## src/rtl/sdrmon_pkg.sv

```systemverilog
package sdrmon_pkg;
   typedef enum logic [2:0] {
      CMD_NONE,
      CMD_ACT,
      CMD_RD,
      CMD_WR,
      CMD_PRE,
      CMD_REF,
      CMD_MRS,
      CMD_OTHER
   } cmd_e;

   localparam int ERR_RW_IDLE  = 0;
   localparam int ERR_ACT_OPEN = 1;
   localparam int ERR_NOT_IDLE = 2;
   localparam int ERR_TRP      = 3;
   localparam int ERR_TRC      = 4;
   localparam int ERR_TMCD     = 5;
   localparam int ERR_REF_RATE = 6;
   localparam int NUM_ERR      = 7;
endpackage

```

## src/rtl/sdrmon_decode.sv

```systemverilog
module sdrmon_decode
   import sdrmon_pkg::*;
(
   input  logic cke,
   input  logic cs_n,
   input  logic ras_n,
   input  logic cas_n,
   input  logic we_n,
   output cmd_e cmd
);
   always_comb begin
      if (cs_n) begin
         cmd = CMD_NONE;
      end else begin
         unique case ({ras_n, cas_n, we_n})
            3'b111:  cmd = CMD_NONE;
            3'b011:  cmd = CMD_ACT;
            3'b101:  cmd = CMD_RD;
            3'b100:  cmd = CMD_WR;
            3'b010:  cmd = CMD_PRE;
            3'b001:  cmd = cke ? CMD_REF : CMD_OTHER;
            3'b000:  cmd = CMD_MRS;
            default: cmd = CMD_OTHER;
         endcase
      end
   end
endmodule

```

## src/rtl/sdrmon_gap.sv

```systemverilog
module sdrmon_gap #(
   parameter int GAP = 2
) (
   input  logic clk,
   input  logic rst_n,
   input  logic load,
   output logic busy
);
   generate
      if (GAP <= 1) begin : g_none
         logic unused_ok;
         assign unused_ok = ^{clk, rst_n, load};
         assign busy      = 1'b0;
      end else begin : g_cnt
         localparam int CW = $clog2(GAP);
         logic [CW-1:0] cnt;
         always_ff @(posedge clk or negedge rst_n) begin
            if (!rst_n)            cnt <= '0;
            else if (load)         cnt <= CW'(GAP - 1);
            else if (cnt != '0)    cnt <= cnt - 1'b1;
         end
         assign busy = (cnt != '0);
      end
   endgenerate
endmodule

```

## src/rtl/sdrmon_bank.sv

```systemverilog
module sdrmon_bank #(
   parameter int ROW_W     = 11,
   parameter int T_RP      = 3,
   parameter int BURST_LEN = 4
) (
   input  logic             clk,
   input  logic             rst_n,
   input  logic             act_hit,
   input  logic             pre_hit,
   input  logic             ap_hit,
   input  logic [ROW_W-1:0] row_in,
   output logic             active,
   output logic [ROW_W-1:0] row,
   output logic             trp_busy
);
   localparam int AP_CW = (BURST_LEN > 1) ? $clog2(BURST_LEN) : 1;

   logic             ap_pend;
   logic [AP_CW-1:0] ap_cnt;
   logic             ap_done;

   assign ap_done = ap_pend && (ap_cnt == '0);

   always_ff @(posedge clk or negedge rst_n) begin
      if (!rst_n) begin
         ap_pend <= 1'b0;
         ap_cnt  <= '0;
      end else if (pre_hit) begin
         ap_pend <= 1'b0;
      end else if (ap_hit) begin
         ap_pend <= 1'b1;
         ap_cnt  <= AP_CW'(BURST_LEN - 1);
      end else if (ap_pend) begin
         if (ap_cnt == '0) ap_pend <= 1'b0;
         else              ap_cnt  <= ap_cnt - 1'b1;
      end
   end

   always_ff @(posedge clk or negedge rst_n) begin
      if (!rst_n) begin
         active <= 1'b0;
         row    <= '0;
      end else begin
         if (pre_hit || ap_done) active <= 1'b0;
         else if (act_hit)       active <= 1'b1;
         if (act_hit)            row    <= row_in;
      end
   end

   sdrmon_gap #(.GAP(T_RP)) u_trp (
      .clk  (clk),
      .rst_n(rst_n),
      .load (pre_hit || ap_done),
      .busy (trp_busy)
   );
endmodule

```

## src/rtl/sdrmon_ref_rate.sv

```systemverilog
module sdrmon_ref_rate #(
   parameter int WINDOW   = 3_200_000,
   parameter int MIN_REFS = 4096
) (
   input  logic clk,
   input  logic rst_n,
   input  logic ref_seen,
   output logic short_win
);
   localparam int WCW = $clog2(WINDOW);
   localparam int RCW = $clog2(MIN_REFS + 1);

   logic [WCW-1:0] wcnt;
   logic [RCW-1:0] rcnt;
   logic           win_end;

   assign win_end   = (wcnt == WCW'(WINDOW - 1));
   assign short_win = win_end && ((int'(rcnt) + int'(ref_seen)) < MIN_REFS);

   always_ff @(posedge clk or negedge rst_n) begin
      if (!rst_n) begin
         wcnt <= '0;
         rcnt <= '0;
      end else if (win_end) begin
         wcnt <= '0;
         rcnt <= '0;
      end else begin
         wcnt <= wcnt + 1'b1;
         if (ref_seen && (int'(rcnt) < MIN_REFS)) rcnt <= rcnt + 1'b1;
      end
   end
endmodule

```

## src/rtl/sdram_cmd_monitor.sv

```systemverilog
module sdram_cmd_monitor
   import sdrmon_pkg::*;
#(
   parameter int ADDR_W     = 12,
   parameter int NUM_BANKS  = 2,
   parameter int AP_BIT     = 10,
   parameter int T_RP       = 3,
   parameter int T_RC       = 6,
   parameter int T_MCD      = 2,
   parameter int BURST_LEN  = 4,
   parameter int REF_WINDOW = 3_200_000,
   parameter int REF_MIN    = 4096,
   localparam int BANK_W    = $clog2(NUM_BANKS),
   localparam int ROW_W     = ADDR_W - BANK_W
) (
   input  logic                       clk,
   input  logic                       rst_n,
   input  logic                       cke,
   input  logic                       cs_n,
   input  logic                       ras_n,
   input  logic                       cas_n,
   input  logic                       we_n,
   input  logic [ADDR_W-1:0]          addr,
   input  logic                       err_clr,
   output logic [NUM_ERR-1:0]         err_vec,
   output logic                       err_any,
   output logic [NUM_BANKS-1:0]       bank_active,
   output logic [NUM_BANKS*ROW_W-1:0] open_rows
);
   if (NUM_BANKS < 2 || (NUM_BANKS & (NUM_BANKS - 1)) != 0) begin : g_bad_banks
      $error("NUM_BANKS must be a power of two of at least 2");
   end
   if (AP_BIT >= ROW_W) begin : g_bad_ap
      $error("AP_BIT must lie below the bank select bits");
   end
   if (T_RP < 1 || T_RC < 1 || T_MCD < 1 || BURST_LEN < 1) begin : g_bad_timing
      $error("timing parameters must be at least 1");
   end
   if (REF_WINDOW < 2 || REF_MIN < 1) begin : g_bad_ref
      $error("refresh window must be at least 2 cycles and REF_MIN at least 1");
   end

   cmd_e              cmd;
   logic [BANK_W-1:0] bank_sel;
   logic              ap_flag;
   logic              any_cmd;
   logic              is_rw;
   logic [NUM_BANKS-1:0] aimed;
   logic [NUM_BANKS-1:0] trp_busy;
   logic              trc_busy;
   logic              tmcd_busy;
   logic              ref_short;
   logic [NUM_ERR-1:0] err_new;
   logic [NUM_ERR-1:0] err_q;

   sdrmon_decode u_dec (
      .cke  (cke),
      .cs_n (cs_n),
      .ras_n(ras_n),
      .cas_n(cas_n),
      .we_n (we_n),
      .cmd  (cmd)
   );

   assign bank_sel = addr[ADDR_W-1 -: BANK_W];
   assign ap_flag  = addr[AP_BIT];
   assign any_cmd  = (cmd != CMD_NONE);
   assign is_rw    = (cmd == CMD_RD) || (cmd == CMD_WR);

   for (genvar b = 0; b < NUM_BANKS; b++) begin : g_bank
      logic hit;
      logic act_hit;
      logic pre_hit;
      logic ap_hit;
      logic [ROW_W-1:0] row_q;

      assign hit     = (bank_sel == BANK_W'(b));
      assign act_hit = (cmd == CMD_ACT) && hit;
      assign pre_hit = (cmd == CMD_PRE) && (ap_flag || hit);
      assign ap_hit  = is_rw && hit && ap_flag && bank_active[b];
      assign aimed[b] = ((cmd == CMD_ACT || is_rw) && hit) || pre_hit
                        || (cmd == CMD_REF) || (cmd == CMD_MRS);

      sdrmon_bank #(
         .ROW_W    (ROW_W),
         .T_RP     (T_RP),
         .BURST_LEN(BURST_LEN)
      ) u_bank (
         .clk     (clk),
         .rst_n   (rst_n),
         .act_hit (act_hit),
         .pre_hit (pre_hit),
         .ap_hit  (ap_hit),
         .row_in  (addr[ROW_W-1:0]),
         .active  (bank_active[b]),
         .row     (row_q),
         .trp_busy(trp_busy[b])
      );

      assign open_rows[b*ROW_W +: ROW_W] = row_q;
   end

   sdrmon_gap #(.GAP(T_RC)) u_trc (
      .clk  (clk),
      .rst_n(rst_n),
      .load (cmd == CMD_REF),
      .busy (trc_busy)
   );

   sdrmon_gap #(.GAP(T_MCD)) u_tmcd (
      .clk  (clk),
      .rst_n(rst_n),
      .load (cmd == CMD_MRS),
      .busy (tmcd_busy)
   );

   sdrmon_ref_rate #(
      .WINDOW  (REF_WINDOW),
      .MIN_REFS(REF_MIN)
   ) u_rate (
      .clk      (clk),
      .rst_n    (rst_n),
      .ref_seen (cmd == CMD_REF),
      .short_win(ref_short)
   );

   always_comb begin
      err_new               = '0;
      err_new[ERR_RW_IDLE]  = is_rw && !bank_active[bank_sel];
      err_new[ERR_ACT_OPEN] = (cmd == CMD_ACT) && bank_active[bank_sel];
      err_new[ERR_NOT_IDLE] = ((cmd == CMD_MRS) || (cmd == CMD_REF)) && (|bank_active);
      err_new[ERR_TRP]      = |(aimed & trp_busy);
      err_new[ERR_TRC]      = any_cmd && trc_busy;
      err_new[ERR_TMCD]     = any_cmd && tmcd_busy;
      err_new[ERR_REF_RATE] = ref_short;
   end

   always_ff @(posedge clk or negedge rst_n) begin
      if (!rst_n)       err_q <= '0;
      else if (err_clr) err_q <= err_new;
      else              err_q <= err_q | err_new;
   end

   assign err_vec = err_q;
   assign err_any = |err_q;
endmodule

```

## config.mk

```make
export PLATFORM = sky130hd
export DESIGN_NAME = sdram_cmd_monitor
export DESIGN_NICKNAME = d
export VERILOG_FILES = /design/src/rtl/sdrmon_pkg.sv /design/src/rtl/sdrmon_decode.sv /design/src/rtl/sdrmon_gap.sv /design/src/rtl/sdrmon_bank.sv /design/src/rtl/sdrmon_ref_rate.sv /design/src/rtl/sdram_cmd_monitor.sv
export SDC_FILE = /design/constraint.sdc
export NUM_CORES = 1
export LEC_CHECK = 0
export BUFFER_PORTS_ARGS = -buffer_cell sky130_fd_sc_hd__buf_2
export CAP_MARGIN = 5
export CORE_ASPECT_RATIO = 2
export CORE_UTILIZATION = 57
export DETAILED_ROUTE_END_ITERATION = 6
export PLACE_DENSITY = 0.79
export SYNTH_ARGS = -nofsm -noshare
export SYNTH_HDL_FRONTEND = slang
export SYNTH_SLANG_ARGS = --single-unit
export TNS_END_PERCENT = 10
```

## constraint.sdc

```tcl
create_clock -name clk -period 2 [get_ports clk]
set_input_delay 0.6 -clock clk [delete_from_list [all_inputs] [get_ports clk]]
set_output_delay 0.6 -clock clk [all_outputs]
set_load 0.005 [all_outputs]
```

### Word-level counts from Yosys, hierarchy flattened

Index checks and enable logic that the tools add are counted.

* register bits after elaboration: 80
* input bits: 20
* word-level logic and storage cells: 137

* bitwise logic cells: 5
* $add $sub $neg: 9
* reductions and logical operators: 55
* equality and inequality tests: 15
* mux-type cells: 35
* order comparisons: 3

Operators with widths (count)
* < comparator 32 x 14 -> 1 bit, second input constant: 1
* 2-to-1 mux 13 bit: 2
* adder 22 x 1 -> 22 bit, second input constant: 1
* equality test 22 bit, second input constant: 1
* 2-to-1 mux 2 bit: 11
* 2-to-1 mux 22 bit: 1
* logical AND 1 bit: 21
* one-hot mux 3 bit (7 select lines): 1
* nonzero test 2 bit: 10
* equality test 3 bit, second input constant: 6
* 2-to-1 mux 1 bit: 16
* adder 13 x 1 -> 14 bit: 1
* adder 13 x 1 -> 13 bit, second input constant: 1
* logical OR 1 bit: 13
* < comparator 13 bit, second input constant: 1
* equality test 3 x 2 -> 1 bit, second input constant: 4
* 2-to-1 mux 3 bit: 3
* subtractor 2 x 1 -> 2 bit, second input constant: 4
* 2-to-1 mux 7 bit: 1
* OR 7 bit: 1
* OR reduction 7 bit: 1
* equality test 3 x 1 -> 1 bit, second input constant: 2
* AND reduction 3 bit: 2
* nonzero test 3 bit: 2
* other kinds (10): 15

### Depth between registers and ports, before layout

* word-level depth: 14
* mapped depth: 6
* depth with buffers taken out: 6

### Modules after synthesis

A second synthesis with hierarchy kept.

* cell total of the unflattened synthesis: 342
* area, all modules: 3839.9 um^2

Modules (own cells, without submodules)
* sdrmon_ref_rate: cells each 166, area an instance 1745.4 um^2, times used 1
* sdrmon_bank: cells each 40, area an instance 598.1 um^2, times used 2
* sdram_cmd_monitor: cells each 50, area an instance 422.9 um^2, times used 1
* sdrmon_gap at g_bank[0].u_bank.u_trp ...: cells each 11, area an instance 107.6 um^2, times used 2
* sdrmon_gap at u_trc: cells each 16, area an instance 175.2 um^2, times used 1
* sdrmon_decode: cells each 7, area an instance 60.1 um^2, times used 1
* sdrmon_gap at u_tmcd: cells each 1, area an instance 25.0 um^2, times used 1

### Worst setup path after synthesis

No wires, ideal clock.

* path kind: input to register
* start: in cs_n
* end: reg g_bank[1].u_bank.row[0]
* arrival: 1818 ps
* stages on the path: 5
* setup slack: 57 ps
* setup time: 125 ps
* buffers on the path: 2
* data required time: 1875 ps
* path through: clkbuf_1 -> nor4bb_1 -> nand2_1 -> clkbuf_1 -> mux2_2

* word-level cells in the longest chain between the ends: 3

RTL lines
* start: declaration: RTL line sdram_cmd_monitor.sv:19 `input logic cs_n,`
* 2-to-1 mux 3 bit: RTL line sdrmon_decode.sv:12 `if (cs_n) begin`
* equality test 3 x 1 -> 1 bit: RTL line sdram_cmd_monitor.sv:78 `assign act_hit = (cmd == CMD_ACT) && hit;`
* logical AND 1 bit: RTL line sdram_cmd_monitor.sv:78
* end signal: assignment: RTL line sdrmon_bank.sv:46 `if (act_hit) row <= row_in;`
* end: declaration: RTL line sdrmon_bank.sv:13 `output logic [ROW_W-1:0] row,`

No other way between the ends.
A chain may end at the register's enable or synchronous reset.

### Worst setup path in the final report

* start: reg err_q[2] (netlist: err_vec[2])
* end: out err_any

* word-level cells in the longest chain between the ends: 1

RTL lines
* start: declaration: RTL line sdram_cmd_monitor.sv:54 `logic [NUM_ERR-1:0] err_q;`
* start signal: assignment: RTL line sdram_cmd_monitor.sv:140 `else if (err_clr) err_q <= err_new;`
* start signal: assignment: RTL line sdram_cmd_monitor.sv:141 `else err_q <= err_q | err_new;`
* OR reduction 7 bit: RTL line sdram_cmd_monitor.sv:145 `assign err_any = |err_q;`
* end: declaration: RTL line sdram_cmd_monitor.sv:26 `output logic err_any,`

No other way between the ends.

==> reports/qor.tcl <==
set qor(outcome) {completed}
set qor(placedInstanceArea_um2) 4225
set qor(post_synth.cell_area_avg_um2) 10.99
set qor(worst-setup-path-type) {register to output pin}
set qor(post_synth_top_area_share_pct) 53.42
set qor(post_cts_resized) 0
set qor(gr-total-overflow) 0
set qor(cap_violations) 0
set qor(most_common_flop_cell_mapped_by_yosys) {dfrtp_1}
set qor(timing.clock.skew_ns) 0.007270
set qor(post_route_cells_drive_above_1_share_pct) 27.58
set qor(synthDominantAreaCellType) {dfrtp_1}
set qor(final_standard_cell_utilization_of_the_core_pct) 72.12
set qor(yosys_register_bits) 80
set qor(detailedRoute.firstPassIterationCount) 4
set qor(gr-usage-all-layers_pct) 25.57
set qor(crit_fanout) 3
set qor(cts_hold_buffers) 0
set qor(clockPowerShare_pct) 36.1
set qor(cellInternalPower_mw) 3.352
set qor(crit_required_ns) 1.40
set qor(sequential_fraction_of_design_power_pct) 44.4
set qor(final_area_um2) 4551
set qor(cts-buffers-inserted) 9
set qor(cts_setup_buffers) 0
set qor(htree_num_levels) 3
set qor(final_antenna_net_count) 0
set qor(critical_path.endpoint_type) {output pin}
set qor(routed_wl_mm) 8.164
set qor(cts_num_sinks) 80
set qor(die_w_um) 59.34
set qor(first_pass_grt_wire_length_mm) 12.96
set qor(layout_worst_path_cycle_share_pct) 96.02
set qor(area_growth_pct) 21.44
set qor(async_set_or_reset_flop_fraction_in_the_synthesized_netlist_pct) 100.0
set qor(fin_crit_ns) 1.920
set qor(final_hold_viol_count) 0
set qor(slew_headroom_pct) 56.63
set qor(die_y_um) 116.7
set qor(power.leakage_nw) 2.124
set qor(max_clock_freq_ghz) 0.5207
set qor(synth-warning-count) 0
set qor(syn-num-nets) 369
set qor(die_area_um2) 6922
set qor(place.detailed.instances) 486
set qor(insertedDiodeCount) 0
set qor(insertion_delay_ns) 0.34
set qor(vias_in_the_first_global_route) 2930
set qor(clkSlewWorstSetupHoldPaths_ns) 0.06
set qor(comb_power_share_pct) 19.5
set qor(timing.final.max_slew_violations) 0
set qor(crit_arrival_ns) 1.32
set qor(cell_area_power_density_nw_per_um2) 1002
set qor(remaining_drc_errors) 0
set qor(worst_setup_path_start_kind) {register}
set qor(floorplan.initialDensity_pct) 59.39
set qor(cts_tree) {built}
set qor(timing.final.setup_violations) 0
set qor(finalWeightedCongestion) 0.8481
set qor(route.detailed.vias_per_inst) 5.712
set qor(synth.lib_cells_used.distinct) 51
set qor(irDropWorstVdd_v) 0.0006307
set qor(total_switching_power_mw) 1.206
set qor(measured_slew_at_the_worst_slew_check_pin_ns) 0.6447
set qor(dpl.hpwl_mm) 5.924
set qor(synth_cells) 341
set qor(fillerInstances) 458
set qor(wl_per_cell_um) 16.23
set qor(initial_antenna_violation_count) 0
set qor(setup.worst_path.start) {err_vec[2]$_DFF_PN0_}
set qor(largest_net_degree_at_the_start_of_global_routing) 38
set qor(synth-edff-count) 0
set qor(mappedNetlistArea_um2) 3747
set qor(swShare_pct) 26.46
set qor(clk_path_buf_depth) 2
set qor(clockRootBuffer) {clkbuf_16}
set qor(num_vias) 2873
set qor(core_region_area_um2) 6310
set qor(instances_no_fill) 503
set qor(timing.rr.start) {u_rate.wcnt[17]$_DFF_PN0_}
set qor(yosysSeqAreaShare_pct) 53.42
set qor(placement_row_count) 41
set qor(layout.nets) 440
set qor(design.portCount) 52
set qor(hp-class) {input port to async pin}
set qor(portBuffers) 51
set qor(post_synth_main_area_contributors) {dfrtp_1 (53%), mux2_2 (6.9%), xnor2_1 (4.0%)}
set qor(initial_drc_count) 132
==> kinds of logic (layout without fill, tap and decap cells) <==
kind of cell / count (synthesis) / after routing / synth area share [%]
simple gates: 125 / 126 / 18.43
compound gates: 44 / 44 / 7.713
buf+inv: 31 / 106 / 3.806
flops: 80 / 80 / 53.42
fa+ha+maj: 8 / 8 / 2.671
xor+xnor: 29 / 29 / 6.778
mux: 24 / 24 / 7.179
==> cells in the mapped netlist, types with 4 or more instances <==
library cell	number
a21oi_1	13
and3_1	6
clkbuf_1	4
dfrtp_1	80
ha_1	8
inv_1	20
mux2_2	23
nand2_1	19
nand3_1	17
nand4_1	16
nor2_1	27
nor2b_1	4
nor3_1	5
nor4_1	6
o21ai_0	7
xnor2_1	17
xor2_1	12
==> path summary, 6_finish.rpt <==
kind / end / slack [ns] / cells after the start
max: err_any / 0.08 / 3
min: err_vec[5]$_DFF_PN0_ / 0.23 / 1
max reg2reg: err_vec[6]$_DFF_PN0_ / 0.10 / 4
min reg2reg: err_vec[5]$_DFF_PN0_ / 0.48 / 2
max in group asynchronous: g_bank[0].u_bank.row[9]$_DFFE_PN0P_ / 1.27 / 2
min in group clk: err_vec[5]$_DFF_PN0_ / 0.48 / 2
==> cell type report <==
| type | count | area, um^2 | share of cell area [%] |
|---|---|---|---|
| tap | 86 | 107.6 | 2.365 |
| clock inverter | 6 | 68.82 | 1.512 |
| clock buffer | 10 | 239.0 | 5.252 |
| multi-input combinational | 231 | 1620 | 35.61 |
| sequential | 80 | 2002 | 43.99 |
| timing repair buffer | 70 | 437.9 | 9.623 |
| inverter | 20 | 75.07 | 1.650 |
==> power by group through the flow <==
stage	clock network (mW)	logic, mW	registers [mW]
2_1_floorplan	0	0.579	2.04
3_3_place_gp	0	0.852	2.04
3_5_place_dp	0	0.898	2.05
4_1_cts	1.68	0.905	2.02
5_1_grt	1.75	1.01	2.05
6_report	1.65	0.888	2.02
==> critical path, stage by stage, from the launching register on <==
cell     delay (ns)
dfrtp_1        0.40
nor4_1         0.33
nand4_1        0.12
buf_2          0.13
==> cell usage in the layout, fill, tap and decap left out, types with 13 or more instances in the layout <==
cell and n:
xnor2_1 17, buf_2 50, dfrtp_1 80, nand3_1 17, nand4_1 16, inv_1 20
a21oi_1 13, mux2_2 23, nor2_1 27, buf_4 17, nand2_1 19
==> flip-flops by register name (all words and copies together), names as in the netlist <==
name and cells:
g_bank.u_bank.ap_pend 2, err_vec 7, g_bank.u_bank.ap_cnt 4, u_rate.wcnt 22, u_tmcd.busy 1, g_bank.u_bank.active 2, u_trc.g_cnt.cnt 3, g_bank.u_bank.u_trp.g_cnt.cnt 4
g_bank.u_bank.row 22, u_rate.rcnt 13
==> metrics by stage <==
stage / power [mW] / hold slack (ns) / setup WS (ns) / TNS, ns
after floorplan: 2.620 / 0.3044 / 0.05688 / 0
after global placement: 2.893 / 0.4371 / 0.09818 / 0
after detailed placement: 2.952 / 0.4603 / 0.1133 / 0
after CTS: 4.612 / 0.2431 / 0.04123 / 0
after global routing: 4.813 / 0.2554 / -0.03083 / -0.03083
final: 4.558 / 0.2350 / 0.07954 / 0
==> layer usage <==
metal / routed length [um] / track usage [%] / up-vias / share of wire, %
li1: - / - / 1350 / -
met1: 2905 / 25.09 / 1404 / 36
met2: 4623 / 45.32 / 85 / 57
met3: 247 / 6.645 / 34 / 3.0
met4: 387 / 16.98 / 0 / 4.7
met5: 0 / 0 / - / 0
Power figures use the tool's default switching activity.
